`src/rtl/pktbuf_pkg.sv`:
```
package pktbuf_pkg;

    typedef enum logic [2:0] {
        OP_NOP        = 3'd0,
        OP_ALLOC      = 3'd1,
        OP_RESET      = 3'd2,
        OP_RX_POP     = 3'd3,
        OP_RX_POPFREE = 3'd4,
        OP_FREE_PNR   = 3'd5,
        OP_TX_PUSH    = 3'd6,
        OP_TX_FLUSH   = 3'd7
    } op_e;

endpackage

```
`src/rtl/pktbuf_queue.sv`:
```
module pktbuf_queue #(
    parameter int DEPTH = 16,
    parameter int W     = 4
) (
    input  logic         clk,
    input  logic         rst_n,
    input  logic         flush,
    input  logic         push,
    input  logic [W-1:0] push_data,
    input  logic         pop,
    output logic [W-1:0] head,
    output logic         empty,
    output logic         full
);
    // DEPTH is a power of two so that the pointers wrap on their own.
    localparam int AW = $clog2(DEPTH);
    localparam int CW = AW + 1;

    typedef struct packed {
        logic [DEPTH-1:0][W-1:0] mem;
        logic [AW-1:0]           rd;
        logic [AW-1:0]           wr;
        logic [CW-1:0]           count;
    } q_state_t;

    q_state_t q_q, q_d;
    logic do_push, do_pop;

    always_comb begin
        q_d     = q_q;
        do_push = push && (q_q.count != CW'(DEPTH));
        do_pop  = pop && (q_q.count != '0);
        if (do_push) begin
            q_d.mem[q_q.wr] = push_data;
            q_d.wr          = q_q.wr + AW'(1);
        end
        if (do_pop) begin
            q_d.rd = q_q.rd + AW'(1);
        end
        q_d.count = q_q.count + CW'(do_push) - CW'(do_pop);
        if (flush) begin
            q_d.rd    = '0;
            q_d.wr    = '0;
            q_d.count = '0;
        end
    end

    always_ff @(posedge clk or negedge rst_n) begin
        if (!rst_n) q_q <= '0;
        else        q_q <= q_d;
    end

    assign head  = q_q.mem[q_q.rd];
    assign empty = (q_q.count == '0);
    assign full  = (q_q.count == CW'(DEPTH));

endmodule

```
`src/rtl/pktbuf_pages.sv`:
```
module pktbuf_pages #(
    parameter int NUM_PKT  = 16,
    parameter int NUM_PAGE = 32,
    parameter int SZW      = 3
) (
    input  logic                       clk,
    input  logic                       rst_n,
    input  logic                       clr,
    input  logic                       alloc_req,
    input  logic [SZW-1:0]             alloc_n,
    input  logic                       free_req,
    input  logic [$clog2(NUM_PKT)-1:0] free_pkt,
    output logic                       alloc_ok,
    output logic [$clog2(NUM_PKT)-1:0] alloc_pkt,
    output logic                       busy
);
    localparam int PNW = $clog2(NUM_PKT);
    localparam int PGW = $clog2(NUM_PAGE);

    typedef struct packed {
        logic [NUM_PKT-1:0]            pkt_used;
        logic [NUM_PAGE-1:0]           page_vld;
        logic [NUM_PAGE-1:0][PNW-1:0]  page_own;
        logic                          busy;
        logic [PGW-1:0]                idx;
        logic [PNW-1:0]                fpkt;
    } pg_state_t;

    pg_state_t pg_q, pg_d;
    int        free_cnt;
    int        need;
    int        taken;
    logic      pick_found;
    logic [PNW-1:0] pick;

    // Free-page count and lowest free packet number, both from current state.
    always_comb begin
        free_cnt = 0;
        for (int p = 0; p < NUM_PAGE; p++) begin
            if (!pg_q.page_vld[p]) free_cnt = free_cnt + 1;
        end
        pick_found = 1'b0;
        pick       = '0;
        for (int i = 0; i < NUM_PKT; i++) begin
            if (!pick_found && !pg_q.pkt_used[i]) begin
                pick_found = 1'b1;
                pick       = PNW'(i);
            end
        end
        need     = int'(alloc_n) + 1;
        alloc_ok = pick_found && (free_cnt >= need);
    end

    always_comb begin
        pg_d  = pg_q;
        taken = 0;
        if (clr) begin
            pg_d = '0;
        end else if (pg_q.busy) begin
            // One page of the release walk per clock.
            if (pg_q.page_vld[pg_q.idx] && (pg_q.page_own[pg_q.idx] == pg_q.fpkt)) begin
                pg_d.page_vld[pg_q.idx] = 1'b0;
            end
            if (pg_q.idx == PGW'(NUM_PAGE - 1)) begin
                pg_d.busy               = 1'b0;
                pg_d.pkt_used[pg_q.fpkt] = 1'b0;
            end else begin
                pg_d.idx = pg_q.idx + PGW'(1);
            end
        end else if (alloc_req && alloc_ok) begin
            pg_d.pkt_used[pick] = 1'b1;
            for (int p = 0; p < NUM_PAGE; p++) begin
                if (!pg_q.page_vld[p] && (taken < need)) begin
                    pg_d.page_vld[p] = 1'b1;
                    pg_d.page_own[p] = pick;
                    taken            = taken + 1;
                end
            end
        end else if (free_req) begin
            pg_d.busy = 1'b1;
            pg_d.idx  = '0;
            pg_d.fpkt = free_pkt;
        end
    end

    always_ff @(posedge clk or negedge rst_n) begin
        if (!rst_n) pg_q <= '0;
        else        pg_q <= pg_d;
    end

    assign alloc_pkt = pick;
    assign busy      = pg_q.busy;

endmodule

```
`src/rtl/pktbuf_mgr.sv`:
```
module pktbuf_mgr #(
    parameter int NUM_PKT  = 16,
    parameter int NUM_PAGE = 32,
    parameter int QDEPTH   = 16,
    parameter int SZW      = 3
) (
    input  logic                       clk,
    input  logic                       rst_n,
    input  logic                       cmd_we,
    input  logic [2:0]                 cmd_op,
    input  logic [SZW-1:0]             cmd_size,
    output logic [7:0]                 cmd_rdbk,
    input  logic                       pnr_we,
    input  logic [$clog2(NUM_PKT)-1:0] pnr_wdata,
    output logic [$clog2(NUM_PKT)-1:0] pnr,
    input  logic                       alloc_int_en,
    output logic [$clog2(NUM_PKT):0]   alloc_res,
    output logic                       alloc_int,
    output logic                       busy,
    input  logic                       rx_push,
    input  logic [$clog2(NUM_PKT)-1:0] rx_push_pkt,
    output logic [$clog2(NUM_PKT)-1:0] rx_head,
    output logic                       rx_empty,
    output logic                       rx_full,
    output logic                       rx_int,
    input  logic                       tx_pop,
    output logic [$clog2(NUM_PKT)-1:0] tx_head,
    output logic                       tx_empty,
    output logic                       tx_full,
    input  logic                       txc_push,
    input  logic [$clog2(NUM_PKT)-1:0] txc_push_pkt,
    input  logic                       txc_pop,
    output logic [$clog2(NUM_PKT)-1:0] txc_head,
    output logic                       txc_empty,
    output logic                       txc_full
);
    import pktbuf_pkg::*;

    localparam int PNW  = $clog2(NUM_PKT);
    localparam int RESW = PNW + 1;
    localparam logic [RESW-1:0] RES_FAIL = {1'b1, {PNW{1'b0}}};

    typedef struct packed {
        logic [PNW-1:0]  pnr;
        logic [RESW-1:0] res;
        logic            alloc_int;
        logic [2:0]      last_op;
    } ctl_state_t;

    ctl_state_t ctl_q, ctl_d;

    logic           accept;
    op_e            op;
    logic           pg_clr, pg_alloc, pg_free, pg_ok, pg_busy;
    logic [PNW-1:0] pg_pick, pg_free_pkt;
    logic           rx_pop_c, tx_push_c, q_flush_all, tx_flush_c;

    always_comb begin
        ctl_d       = ctl_q;
        accept      = cmd_we && !pg_busy;
        op          = op_e'(cmd_op);
        pg_clr      = 1'b0;
        pg_alloc    = 1'b0;
        pg_free     = 1'b0;
        pg_free_pkt = ctl_q.pnr;
        rx_pop_c    = 1'b0;
        tx_push_c   = 1'b0;
        q_flush_all = 1'b0;
        tx_flush_c  = 1'b0;
        if (pnr_we) ctl_d.pnr = pnr_wdata;
        if (accept) begin
            ctl_d.last_op = cmd_op;
            case (op)
                OP_ALLOC: begin
                    pg_alloc        = 1'b1;
                    ctl_d.alloc_int = 1'b0;
                    if (pg_ok) begin
                        ctl_d.res = {1'b0, pg_pick};
                        if (alloc_int_en) ctl_d.alloc_int = 1'b1;
                    end else begin
                        ctl_d.res = RES_FAIL;
                    end
                end
                OP_RESET: begin
                    pg_clr          = 1'b1;
                    q_flush_all     = 1'b1;
                    ctl_d.res       = RES_FAIL;
                    ctl_d.alloc_int = 1'b0;
                end
                OP_RX_POP: rx_pop_c = 1'b1;
                OP_RX_POPFREE: begin
                    if (!rx_empty) begin
                        rx_pop_c    = 1'b1;
                        pg_free     = 1'b1;
                        pg_free_pkt = rx_head;
                    end
                end
                OP_FREE_PNR: pg_free = 1'b1;
                OP_TX_PUSH:  tx_push_c = 1'b1;
                OP_TX_FLUSH: tx_flush_c = 1'b1;
                default: ;
            endcase
        end
    end

    always_ff @(posedge clk or negedge rst_n) begin
        if (!rst_n) begin
            ctl_q           <= '0;
            ctl_q.res       <= RES_FAIL;
        end else begin
            ctl_q <= ctl_d;
        end
    end

    pktbuf_pages #(
        .NUM_PKT  (NUM_PKT),
        .NUM_PAGE (NUM_PAGE),
        .SZW      (SZW)
    ) u_pages (
        .clk       (clk),
        .rst_n     (rst_n),
        .clr       (pg_clr),
        .alloc_req (pg_alloc),
        .alloc_n   (cmd_size),
        .free_req  (pg_free),
        .free_pkt  (pg_free_pkt),
        .alloc_ok  (pg_ok),
        .alloc_pkt (pg_pick),
        .busy      (pg_busy)
    );

    pktbuf_queue #(.DEPTH(QDEPTH), .W(PNW)) u_rxq (
        .clk       (clk),
        .rst_n     (rst_n),
        .flush     (q_flush_all),
        .push      (rx_push),
        .push_data (rx_push_pkt),
        .pop       (rx_pop_c),
        .head      (rx_head),
        .empty     (rx_empty),
        .full      (rx_full)
    );

    pktbuf_queue #(.DEPTH(QDEPTH), .W(PNW)) u_txq (
        .clk       (clk),
        .rst_n     (rst_n),
        .flush     (q_flush_all || tx_flush_c),
        .push      (tx_push_c),
        .push_data (ctl_q.pnr),
        .pop       (tx_pop),
        .head      (tx_head),
        .empty     (tx_empty),
        .full      (tx_full)
    );

    pktbuf_queue #(.DEPTH(QDEPTH), .W(PNW)) u_txcq (
        .clk       (clk),
        .rst_n     (rst_n),
        .flush     (q_flush_all || tx_flush_c),
        .push      (txc_push),
        .push_data (txc_push_pkt),
        .pop       (txc_pop),
        .head      (txc_head),
        .empty     (txc_empty),
        .full      (txc_full)
    );

    assign busy      = pg_busy;
    assign pnr       = ctl_q.pnr;
    assign alloc_res = ctl_q.res;
    assign alloc_int = ctl_q.alloc_int;
    assign rx_int    = !rx_empty;
    assign cmd_rdbk  = {ctl_q.last_op, 4'b0000, pg_busy};

endmodule

```
`config.mk`:
```
export PLATFORM = sky130hd
export DESIGN_NAME = pktbuf_mgr
export DESIGN_NICKNAME = d
export VERILOG_FILES = /design/src/rtl/pktbuf_pkg.sv /design/src/rtl/pktbuf_queue.sv /design/src/rtl/pktbuf_pages.sv /design/src/rtl/pktbuf_mgr.sv
export SDC_FILE = /design/constraint.sdc
export NUM_CORES = 1
export LEC_CHECK = 0
export ABC_CLOCK_PERIOD_IN_PS = 42800
export BUFFER_PORTS_ARGS = -buffer_cell sky130_fd_sc_hd__buf_2
export CORE_MARGIN = 3
export CORE_UTILIZATION = 40
export CTS_CLUSTER_SIZE = 28
export DETAILED_ROUTE_END_ITERATION = 10
export GPL_TIMING_DRIVEN = 0
export MAX_ROUTING_LAYER = met4
export PLACE_DENSITY = 0.54
export RECOVER_POWER = 25
export SYNTH_ARGS = -nofsm -noshare
export SYNTH_HDL_FRONTEND = slang
export SYNTH_SLANG_ARGS = --single-unit
```
`constraint.sdc`:
```
create_clock -name clk -period 42.8 [get_ports clk]
set_clock_uncertainty 0.1 [all_clocks]
set_input_delay 6.42 -clock clk [delete_from_list [all_inputs] [get_ports clk]]
set_output_delay 6.42 -clock clk [all_outputs]
set_load 0.01 [all_outputs]
```
After elaboration in Yosys (flattened, before gate mapping)
Index checks and enable logic that the tools add are counted.
{"block": "totals", "regBits": 430, "latchBits": 0, "ram_bits": 0, "mem_bits_ro": 0, "inputBits": 27, "out_inout_bits": 38, "elab_cells": 871, "mem_count": 0}
{"block": "op_classes", "add_sub_neg": 75, "n_mul": 0, "div_mod_pow": 0, "magnitude_cmp": 48, "eq_ne": 21, "shift": 0, "muxes": 317, "n_bitwise": 5, "reduce_logical": 276}
{"operator": "two-way mux 32 bit", "count": 155}
{"operator": "adder 32 x 2 -> 32 bit, second input constant", "count": 60}
{"operator": "less-than comparator 32 bit", "count": 31}
{"operator": "two-way mux 4 bit", "count": 57}
{"operator": "AND reduction 3 bit", "count": 66}
{"operator": "bitwise mux 64 bit", "count": 3}
{"operator": "two-way mux 186 bit", "count": 1}
{"operator": "two-way mux 176 bit", "count": 1}
{"operator": "two-way mux 128 bit", "count": 1}
{"operator": "nonzero test 3 bit", "count": 34}
{"operator": "nonzero test 2 bit", "count": 41}
{"operator": "two-way mux 1 bit", "count": 69}
{"operator": "logical AND 1 bit", "count": 63}
{"operator": "zero test 1 bit", "count": 63}
{"operator": "binary-select mux 4 bit (select 4 bit)", "count": 3}
{"operator": "demux 4 bit (select 4 bit)", "count": 3}
{"operator": "two-way mux 48 bit", "count": 1}
{"operator": "less-than comparator 4 x 5 -> 1 bit, second input constant", "count": 8}
{"operator": "two-way mux 13 bit", "count": 3}
{"operator": "bitwise AND 32 bit", "count": 1}
{"operator": ">= comparator 32 bit", "count": 1}
{"operator": "less-than comparator 1 x 32 -> 1 bit, first input constant", "count": 1}
{"operator": "inverter 32 bit", "count": 1}
{"operator": "adder 4 x 1 -> 4 bit, second input constant", "count": 6}
{"operator": "36 further kinds", "count": 69}

Logic depth before layout (Yosys ltp)
Gate-level depths: netlist (run 1).
{"block": "logic_depth", "word_depth": 255, "ltp_mapped": 229, "ltp_nobuf": 222}

Modules after synthesis
A second synthesis (run 1) with hierarchy kept.
{"block": "unflattened", "hier_cells": 3459, "hier_area_um2": 34337.9}
{"mod": "pktbuf_pages", "instances": 1, "cells_per_inst": 2536, "area_each_um2": 21878.5, "seq_area_each_um2": 4654.5}
{"mod": "pktbuf_queue", "instances": 3, "cells_per_inst": 285, "area_each_um2": 3902.5, "seq_area_each_um2": 1926.8}
{"mod": "pktbuf_mgr", "instances": 1, "cells_per_inst": 68, "area_each_um2": 752.0, "seq_area_each_um2": 326.6}

Worst setup path before layout (run 1)
No wires, ideal clock.
{"block": "synth_timing", "path_type": "input -> register", "start": "input cmd_size[0]", "end": "register u_pages.pg_q[135] in the netlist's numbering", "setup_ns": 0.094, "t_arrival_ns": 54.095, "required_time_ns": 42.606, "setup_slack_ns": -11.489, "stages": 216, "path_buffers": 11, "path_cell_list": "buf_4 > clkbuf_1 > clkbuf_1 > clkbuf_1 > clkbuf_1 > o21ai_0 > o21ai_0 > inv_1 > ha_1 > ha_1 > o21ai_1 > and2_1 > nor3_1 > a21oi_1 > ha_1 > or2_1 > o32ai_4 > mux2_2 > (+180 left out) > xnor2_1 > ha_1 > a211oi_1 > nand2_1 > a211o_1 > nor2_1 > xor2_1 > ha_1 > a211oi_1 > nand3_1 > or2_1 > nor4_1 > xor2_1 > ha_1 > a2111oi_0 > nand3_1 > or3_4 > a211oi_1"}
{"block": "synth_between", "elab_chain_cells": 191, "elab_cells_between_ends": 225, "cone_classes": "add/sub (31); order compare (33); mux (124); reduce/logical (37)"}
{"element": "from (decl)", "line_no": "pktbuf_mgr.sv:11", "rtl": "input logic [SZW-1:0] cmd_size,"}
{"element": "adder 3 x 1 -> 4 bit *", "line_no": "pktbuf_pages.sv:50", "rtl": "need = int'(alloc_n) + 1;"}
{"element": "less-than comparator 1 x 32 -> 1 bit", "line_no": "pktbuf_pages.sv:73", "rtl": "if (!pg_q.page_vld[p] && (taken < need)) begin"}
{"element": "logical AND 1 bit", "line_no": "pktbuf_pages.sv:73"}
{"element": "two-way mux 1 bit", "line_no": "pktbuf_pages.sv:73"}
{"element": "two-way mux 32 bit", "line_no": "pktbuf_pages.sv:70", "rtl": "end else if (alloc_req && alloc_ok) begin"}
{"element": "two-way mux 32 bit", "line_no": "pktbuf_pages.sv:59", "rtl": "end else if (pg_q.busy) begin"}
{"element": "two-way mux 32 bit", "line_no": "pktbuf_pages.sv:57", "rtl": "if (clr) begin"}
{"element": "less-than comparator 32 bit", "line_no": "pktbuf_pages.sv:73"}
{"element": "(+175 left out)"}
{"element": "two-way mux 32 bit", "line_no": "pktbuf_pages.sv:73"}
{"element": "two-way mux 32 bit", "line_no": "pktbuf_pages.sv:70"}
{"element": "two-way mux 32 bit", "line_no": "pktbuf_pages.sv:59"}
{"element": "two-way mux 32 bit", "line_no": "pktbuf_pages.sv:57"}
{"element": "less-than comparator 32 bit", "line_no": "pktbuf_pages.sv:73"}
{"element": "logical AND 1 bit", "line_no": "pktbuf_pages.sv:73"}
{"element": "nonzero test 2 bit (no line)"}
{"element": "AND reduction 3 bit (no line) *"}
{"element": "to (signal assigned)", "line_no": "pktbuf_pages.sv:88", "rtl": "else pg_q <= pg_d;"}
{"element": "to (decl)", "line_no": "pktbuf_pages.sv:29", "rtl": "pg_state_t pg_q, pg_d;"}
Mark *: on every way between the ends. The rest lies on a longest branch, timed or not. The select of a mux whose other input is x is not followed.
A chain may end at the register's enable or synchronous reset.

Final worst setup path (run 1)
{"block": "layout_timing", "start": "input cmd_size[0]", "end": "register u_pages.pg_q[169] in the netlist's numbering"}
{"block": "layout_between", "elab_chain_cells": 191, "elab_cells_between_ends": 225, "cone_classes": "add/sub (31); order compare (33); mux (124); reduce/logical (37)"}
{"element": "adder 3 x 1 -> 4 bit *", "line_no": "pktbuf_pages.sv:50"}
{"element": "less-than comparator 1 x 32 -> 1 bit", "line_no": "pktbuf_pages.sv:73"}
{"element": "logical AND 1 bit", "line_no": "pktbuf_pages.sv:73"}
{"element": "two-way mux 1 bit", "line_no": "pktbuf_pages.sv:73"}
{"element": "two-way mux 32 bit", "line_no": "pktbuf_pages.sv:70"}
{"element": "two-way mux 32 bit", "line_no": "pktbuf_pages.sv:59"}
{"element": "two-way mux 32 bit", "line_no": "pktbuf_pages.sv:57"}
{"element": "less-than comparator 32 bit", "line_no": "pktbuf_pages.sv:73"}
{"element": "(+175 left out)"}
{"element": "two-way mux 32 bit", "line_no": "pktbuf_pages.sv:73"}
{"element": "two-way mux 32 bit", "line_no": "pktbuf_pages.sv:70"}
{"element": "two-way mux 32 bit", "line_no": "pktbuf_pages.sv:59"}
{"element": "two-way mux 32 bit", "line_no": "pktbuf_pages.sv:57"}
{"element": "less-than comparator 32 bit", "line_no": "pktbuf_pages.sv:73"}
{"element": "logical AND 1 bit", "line_no": "pktbuf_pages.sv:73"}
{"element": "nonzero test 3 bit (no line)"}
{"element": "AND reduction 3 bit (no line) *"}
Marked as above.

==> flow_summary.toml, run 1 <==
[clock_tree]
cts.path.max_buffers = 3
cts_htree_levels = 2
cts_tree = "built"
numCtsBuffers = 45
insertion_delay_ns = 0.61
clock_sinks = 430
clk_pin_slew_ns = 0.06
root_buffer = "clkbuf_16"

[sta]
post-route-period-util = 1.12
finalMaxSlewViolations = 335
setup_viol = 25
setup_ws_ns = -5.16
fin_crit_ns = 47.96
hold_ws_ns = 0.367
clock.fmax_mhz = 20.8
relSlewSlack = -3.05
rsz0062_at_grt = "yes"
worst_slew_pin_slew_ns = 6.08
hold_viol = 0

[pwr]
comb_power_share = 0.687
switchingPower_mw = 1.54
seqPwrFrac = 0.193
power_density_nw_per_um2 = 79.0
peakVddDrop_mv = 0.0417
p_leak_nw = 17.9
total_power_mw = 3.34
swShare = 0.460
clkPwrFrac = 0.120
internal_power_mw = 1.80

[setup_path]
critical_path.startpoint_type = "input pin"
critPathMaxFanout = 6
arrival_ns = 48.40
worst_path_max_delay_cell = "or4_4"
crit_required_ns = 43.24
critPathCaptureType = "register"
critical_path_class = "input pin to register"
cpPeakStageDelay_ns = 0.55

[detailed_routing]
drt_first_pass_iters = 5
totalWireLength_microns = 101000
wl_per_cell_microns = 20.7
drt_iter0_drc = 1766
antenna_left = 0
vias_per_cell = 5.85
drc = 0
dr_total_vias = 28600

[global_routing]
use_met3 = 0.0245
grt_pass1_wl_microns = 159000
grt_pass1_vias = 28800
overflow = 0
antenna_found_initial = 2
grt_util_met1 = 0.303
gr-max-usage-layer = "met2"
gr-usage-all-layers = 0.234
use_met2 = 0.395
grt_max_degree = 116

[synth]
seq_area_frac_synth = 0.324
ys_types = 143
synthArstFlopShare = 1.00
synthCells = 3324
ys_ff_latch = 430
netlist_area_sq_um = 33200
synth.avg_cell_area_sq_um = 9.98
synth_flop_cell = "dfrtp_1"
yosys_warnings = 0
synth_edf_count = 0

[floorplan]
die_height_microns = 294
core_area_sq_um = 81300
dieArea_sq_um = 86400
die_x_microns = 294
fp-row-count = 104
start_util = 0.408
ios = 65

[outcome]
status = "finished, violations left"
violations = "capacitance limit, slew limit, setup timing"

[cells_and_area]
final_net_count = 4010
syn_to_final_growth_pct = 27.3
stdcell_area_sq_um = 42200
drive_gt1_frac = 0.374

[place]
hpwl_microns = 69900
gp_congestion = 0.902
portBuffers = 59
dpl-instance-area_sq_um = 36200
dpl_worst_slack_ns = -12.92

[worst_hold_path]
hold_class = "register to register"

[flow_run]
drv_cap = 3
==> synthesized netlist by cell type (8+ instances only) <==
cell type	count	share of area
xnor2_2	9	0.0044
a31oi_1	30	0.0057
dfrtp_1	429	0.32
o31a_1	8	0.0021
a21oi_1	128	0.019
xnor2_1	113	0.030
nor3b_1	12	0.0027
or3_1	26	0.0049
buf_1	23	0.0026
a221oi_1	10	0.0026
xor2_1	95	0.025
clkbuf_1	115	0.013
mux2i_1	27	0.0081
nand2_1	260	0.029
nand2b_1	33	0.0062
a22oi_1	17	0.0038
and3_1	32	0.0060
o21ai_0	143	0.022
o31ai_1	19	0.0043
xnor3_1	9	0.0061
buf_2	11	0.0017
nor4b_1	10	0.0026
nand3_1	112	0.017
nor2b_1	49	0.0092
a21o_1	31	0.0070
nor4_1	16	0.0030
mux2_2	368	0.12
a211oi_1	48	0.011
or2_2	9	0.0017
a22o_1	15	0.0040
o2111ai_1	10	0.0026
or2_1	8	0.0015
inv_2	14	0.0016
nor2_1	244	0.028
inv_1	132	0.015
o21a_1	19	0.0043
o211ai_1	26	0.0059
o21ai_1	14	0.0021
ha_1	191	0.072
nor3_1	54	0.0081
a211o_1	13	0.0034
mux4_2	100	0.068
nand4_1	31	0.0058
and2_1	38	0.0072
==> area by class of cell <==
cell class / count / area [sq um]
Antenna cell: 2 / 5.00
Multi-Input combinational cell: 2590 / 24200
Fill cell: 7078 / 39100
Inverter: 149 / 587
Clock inverter: 20 / 211
Clock buffer: 63 / 1300
Tap cell: 1060 / 1330
Sequential cell: 430 / 10800
Buffer: 153 / 719
Timing Repair Buffer: 419 / 3110
Timing Repair inverter: 1 / 5.00
==> stage by stage <==
step | std cells | util | TNS, ns
global placement | 4447 | 0.443 | -309.64
global route | 4887 | 0.519 | -109.72
floorplan | 3328 | - | -88.92
detailed placement | 4454 | 0.445 | -326.10
CTS | 4791 | 0.503 | -66.01
finish | 4887 | 0.519 | -69.60
==> timing repair <==
action / in CTS / in global routing
cloned: 1 / 1
hold buffers: 0 / 0
gates resized for setup: 215 / 146
setup buffers: 255 / 98
endpoints found under the setup margin: 45 / 30
pin swaps: 197 / 206
==> layout by cell type (no fill, tap or decap), types with 21 or more instances in the layout <==
| cell | instances |
|---|---|
| dfrtp_1 | 429 |
| buf_4 | 347 |
| mux2_2 | 342 |
| nand2_1 | 235 |
| nor2_1 | 218 |
| ha_1 | 132 |
| o21ai_0 | 120 |
| clkbuf_1 | 119 |
| a21oi_1 | 111 |
| inv_1 | 109 |
| mux4_2 | 100 |
| nand3_1 | 93 |
| xor2_1 | 93 |
| xnor2_1 | 87 |
| buf_2 | 58 |
| ha_4 | 52 |
| clkbuf_16 | 47 |
| nor2b_1 | 47 |
| nor3_1 | 44 |
| inv_2 | 31 |
| a21o_1 | 31 |
| nand4_1 | 31 |
| nand2b_1 | 29 |
| and3_1 | 27 |
| o211ai_1 | 26 |
| and2_1 | 26 |
| mux2_4 | 26 |
| a211oi_1 | 24 |
| xnor2_2 | 24 |
| buf_1 | 23 |
| mux2i_1 | 23 |
| or3_1 | 22 |
| a31oi_1 | 21 |
==> state kept, by name, summed over array words and instances, names as in the netlist, 3 cells and up <==
name,flops
alloc_res,5
cmd_rdbk,3
pnr,4
u_pages.pg_q,185
u_rxq.q_q,77
u_txcq.q_q,77
u_txq.q_q,77
==> per-layer routing <==
metal  up-vias  wire length, microns  share of wire
met5         -                     0              0
met4         0                  2220          0.022
met3       182                  4530          0.045
met2       791                 49400           0.49
met1     14400                 44900           0.44
li1      13200                     -              -
==> logic make-up after synthesis <==
group           synth area share
compound gates             0.143
xor+xnor                  0.0671
fa+ha+maj                 0.0744
buf+inv                   0.0366
flops                      0.324
mux                        0.202
other cells             0.000113
simple gates               0.152
==> power groups by stage <==
| stage | Combinational (mW) | Sequential, mW | Clock, mW |
|---|---|---|---|
| 2_1_floorplan | 1.49 | 0.617 | 0 |
| 6_report | 2.29 | 0.646 | 0.401 |
| 4_1_cts | 2.15 | 0.643 | 0.412 |
| 3_3_place_gp | 1.90 | 0.640 | 0 |
| 5_1_grt | 2.51 | 0.662 | 0.426 |
| 3_5_place_dp | 1.95 | 0.650 | 0 |
==> critical path: cells and delay by family <==
kind	cells	cell delay (ns)
multiplexers	4	1.24
AND/OR/NAND/NOR	61	10.89
adder cells (fa/ha/maj)	29	6.81
buffers and inverters	47	5.42
XOR/XNOR	17	3.12
AO/OA/AOI/OAI	72	14.42
==> worst paths after layout <==
kind	startpoint	endpoint	slack [ns]	cells past startpoint
max in group asynchronous	rst_n	u_pages.pg_q[146]$_DFFE_PN0P_	26.89	2
worst min-delay path	alloc_res[4]$_DFFE_PN1P_	alloc_res[4]$_DFFE_PN1P_	0.37	2
worst min register to register	alloc_res[4]$_DFFE_PN1P_	alloc_res[4]$_DFFE_PN1P_	0.37	2
worst max-delay path	cmd_size[0]	u_pages.pg_q[169]$_DFFE_PN0P_	-5.16	230
worst max register to register	u_pages.pg_q[138]$_DFFE_PN0P_	u_pages.pg_q[169]$_DFFE_PN0P_	0.56	227
min in group asynchronous	rst_n	u_txcq.q_q[4]$_DFF_PN0_	7.75	1
Note: power is estimated with default switching activity, not from simulation.
==> run 2: changes to the inputs <==
--- a/config.mk
+++ b/config.mk
@@ -17,4 +17,5 @@
 export RECOVER_POWER = 25
 export SYNTH_ARGS = -nofsm -noshare
 export SYNTH_HDL_FRONTEND = slang
+export SYNTH_HIERARCHICAL = 1
 export SYNTH_SLANG_ARGS = --single-unit
==> run 2 against run 1 <==
The flow still finishes with violations (capacitance limit, slew limit, setup timing). Cell count is 3.9% higher. Maximum frequency down 6.1%. Global-route usage about the same. Worst setup slack got worse by 3.1 ns. Synthesized area grew 3.5%. Routed wire length rose by 3.6%. Via count up 2.0%. Sequential share of layout area is 0.59 points lower. Utilization shrank 0.67 points. Hold slack better by 0.017 ns. Flip-flop and latch count did not move.
==> flow_summary.toml, run 2 <==
[clock_tree]
insertion_delay_ns = 0.60
hold_buffers = 0
cts.path.max_buffers = 3
root_buffer = "clkbuf_16"
numCtsBuffers = 46
clock_sinks = 430
cts_htree_levels = 2
cts_tree = "built"
clk_pin_slew_ns = 0.07

[detailed_routing]
antenna_left = 0
drc = 0
dr_total_vias = 29200
drt_first_pass_iters = 6
wl_per_cell_microns = 20.6
vias_per_cell = 5.75
totalWireLength_microns = 105000
drt_iter0_drc = 1844

[setup_path]
crit_required_ns = 43.20
critPathCaptureType = "register"
rrSetupSlack_ns = -2.35
critical_path.startpoint_type = "input pin"
critical_path_class = "input pin to register"
arrival_ns = 51.50
worst_path_max_delay_cell = "or4_4"
critPathMaxFanout = 8
crit_top_cell = "ha_4"
cpPeakStageDelay_ns = 0.49

[synth]
synth_edf_count = 0
synth_flop_cell = "dfrtp_1"
ys_types = 148
synthTopCellsByArea = "dfrtp_1 31%, mux2_2 11%, ha_1 7.0%, mux4_2 4.2%, xnor2_1 3.1%"
seq_area_frac_synth = 0.313
yosys_warnings = 6
synthCells = 3459
yosysMostFrequentCell = "dfrtp_1"
yosys.area.top_type_share = 0.313
ys_ff_latch = 430
synthArstFlopShare = 1.00
netlist_area_sq_um = 34300
synth_top_area_cell = "dfrtp_1"
yosys-top-cells-count = "429 x dfrtp_1, 331 x mux2_2, 240 x nor2_1, 229 x nand2_1, 191 x ha_1"
synth.avg_cell_area_sq_um = 9.93

[place]
hpwl_microns = 74200
dpl-instance-area_sq_um = 37200
portBuffers = 59
dpl_worst_slack_ns = -16.72
gp_congestion = 0.851

[floorplan]
die_height_microns = 299
fp-row-count = 106
dieArea_sq_um = 89400
ios = 65
die_x_microns = 299
start_util = 0.407
core_area_sq_um = 84400

[global_routing]
grt_pass1_wl_microns = 165000
grt_pass1_vias = 29200
grt_max_degree = 117
gr-usage-all-layers = 0.234
overflow = 0
antenna_found_initial = 0

[sta]
clock.fmax_mhz = 19.6
hold_viol = 0
finalMaxSlewViolations = 320
hold_ws_ns = 0.384
relSlewSlack = -2.89
post-route-period-util = 1.19
fin_tns_setup_ns = -162.63
fin_crit_ns = 51.10
setup_ws_ns = -8.30
setup_viol = 35
rsz0062_at_grt = "yes"
worst_slew_pin_slew_ns = 5.84

[cells_and_area]
final_net_count = 4125
stdcell_area_sq_um = 43200
nFillCells = 7660
diodes = 0
largest_reg_flops = 185
drive_gt1_frac = 0.357
syn_to_final_growth_pct = 25.9
top_register = "u_pages/pg_q"
layout_common_cells = "429 x dfrtp_1, 321 x buf_4, 304 x mux2_2"
final_common_cell = "dfrtp_1"

[outcome]
violations = "capacitance limit, slew limit, setup timing"
status = "finished, violations left"

[flow_run]
drv_cap = 4

[worst_hold_path]
hold_class = "register to register"
-- run 2: cell type report --
class	count	area, sq um	area share
Buffer	153	788	0.0182
Clock buffer	59	1270	0.0294
Clock inverter	27	409	0.00946
Inverter	154	612	0.0142
Multi-Input combinational cell	2714	24900	0.576
Sequential cell	430	10800	0.249
Tap cell	1134	1420	0.0328
Timing Repair Buffer	405	3060	0.0708
-- run 2: critical path, delay by kind of cell --
kind / cells / cell delay, ns
AO/OA/AOI/OAI: 85 / 16.43
XOR/XNOR: 10 / 1.97
adder cells (fa/ha/maj): 30 / 6.53
buffers and inverters: 40 / 4.65
multiplexers: 11 / 3.41
AND/OR/NAND/NOR: 67 / 11.94
-- run 2: metal layers --
layer	routed length (microns)	vias to the layer above	global-route usage
met2	50400	683	0.388
met1	47600	14600	0.312
met4	2210	0	0.0509
met3	4490	116	0.0225
met5	0	-	-
li1	-	13800	-
-- run 2: path summary, 6_finish.rpt --
path	startpoint	endpoint	cells past startpoint
max in group asynchronous	rst_n	u_rxq/q_q[69]$_DFFE_PN0P_	2
min reg2reg	cmd_rdbk[5]$_DFFE_PN0P_	cmd_rdbk[5]$_DFFE_PN0P_	2
min in group asynchronous	rst_n	u_txq/q_q[2]$_DFF_PN0_	1
min	cmd_rdbk[5]$_DFFE_PN0P_	cmd_rdbk[5]$_DFFE_PN0P_	2
max reg2reg	u_pages/pg_q[138]$_DFFE_PN0P_	u_pages/pg_q[137]$_DFFE_PN0P_	239
max	cmd_size[0]	u_pages/pg_q[137]$_DFFE_PN0P_	243
-- run 2: repair_timing --
action / CTS / global route
endpoints found under the hold margin: 0 / 0
pin swaps: 211 / 151
setup buffers: 259 / 76
endpoints found under the setup margin: 54 / 44
cloned: 1 / 0
gates resized for setup: 284 / 116
-- run 2: cells by family after synthesis --
logic type	after synthesis	share of synthesized area
AOI/OAI and AO/OA	775	0.165
and+or+nand+nor	1008	0.163
xor gates and xnor gates	218	0.0593
muxes	509	0.186
adders and majority gates	199	0.0728
DFF	430	0.313
buffers and inverters	318	0.0408
other	2	0.000219
-- run 2: per-stage QoR --
step,std cells,utilization
floorplan,3462,-
global placement,4655,0.439
detailed placement,4665,0.441
CTS,5005,0.503
global route,5076,0.513
finish,5076,0.513
Power of run 2 is not shown: default switching activity piles up to over one toggle a cycle in this logic, so the estimate is an artifact.
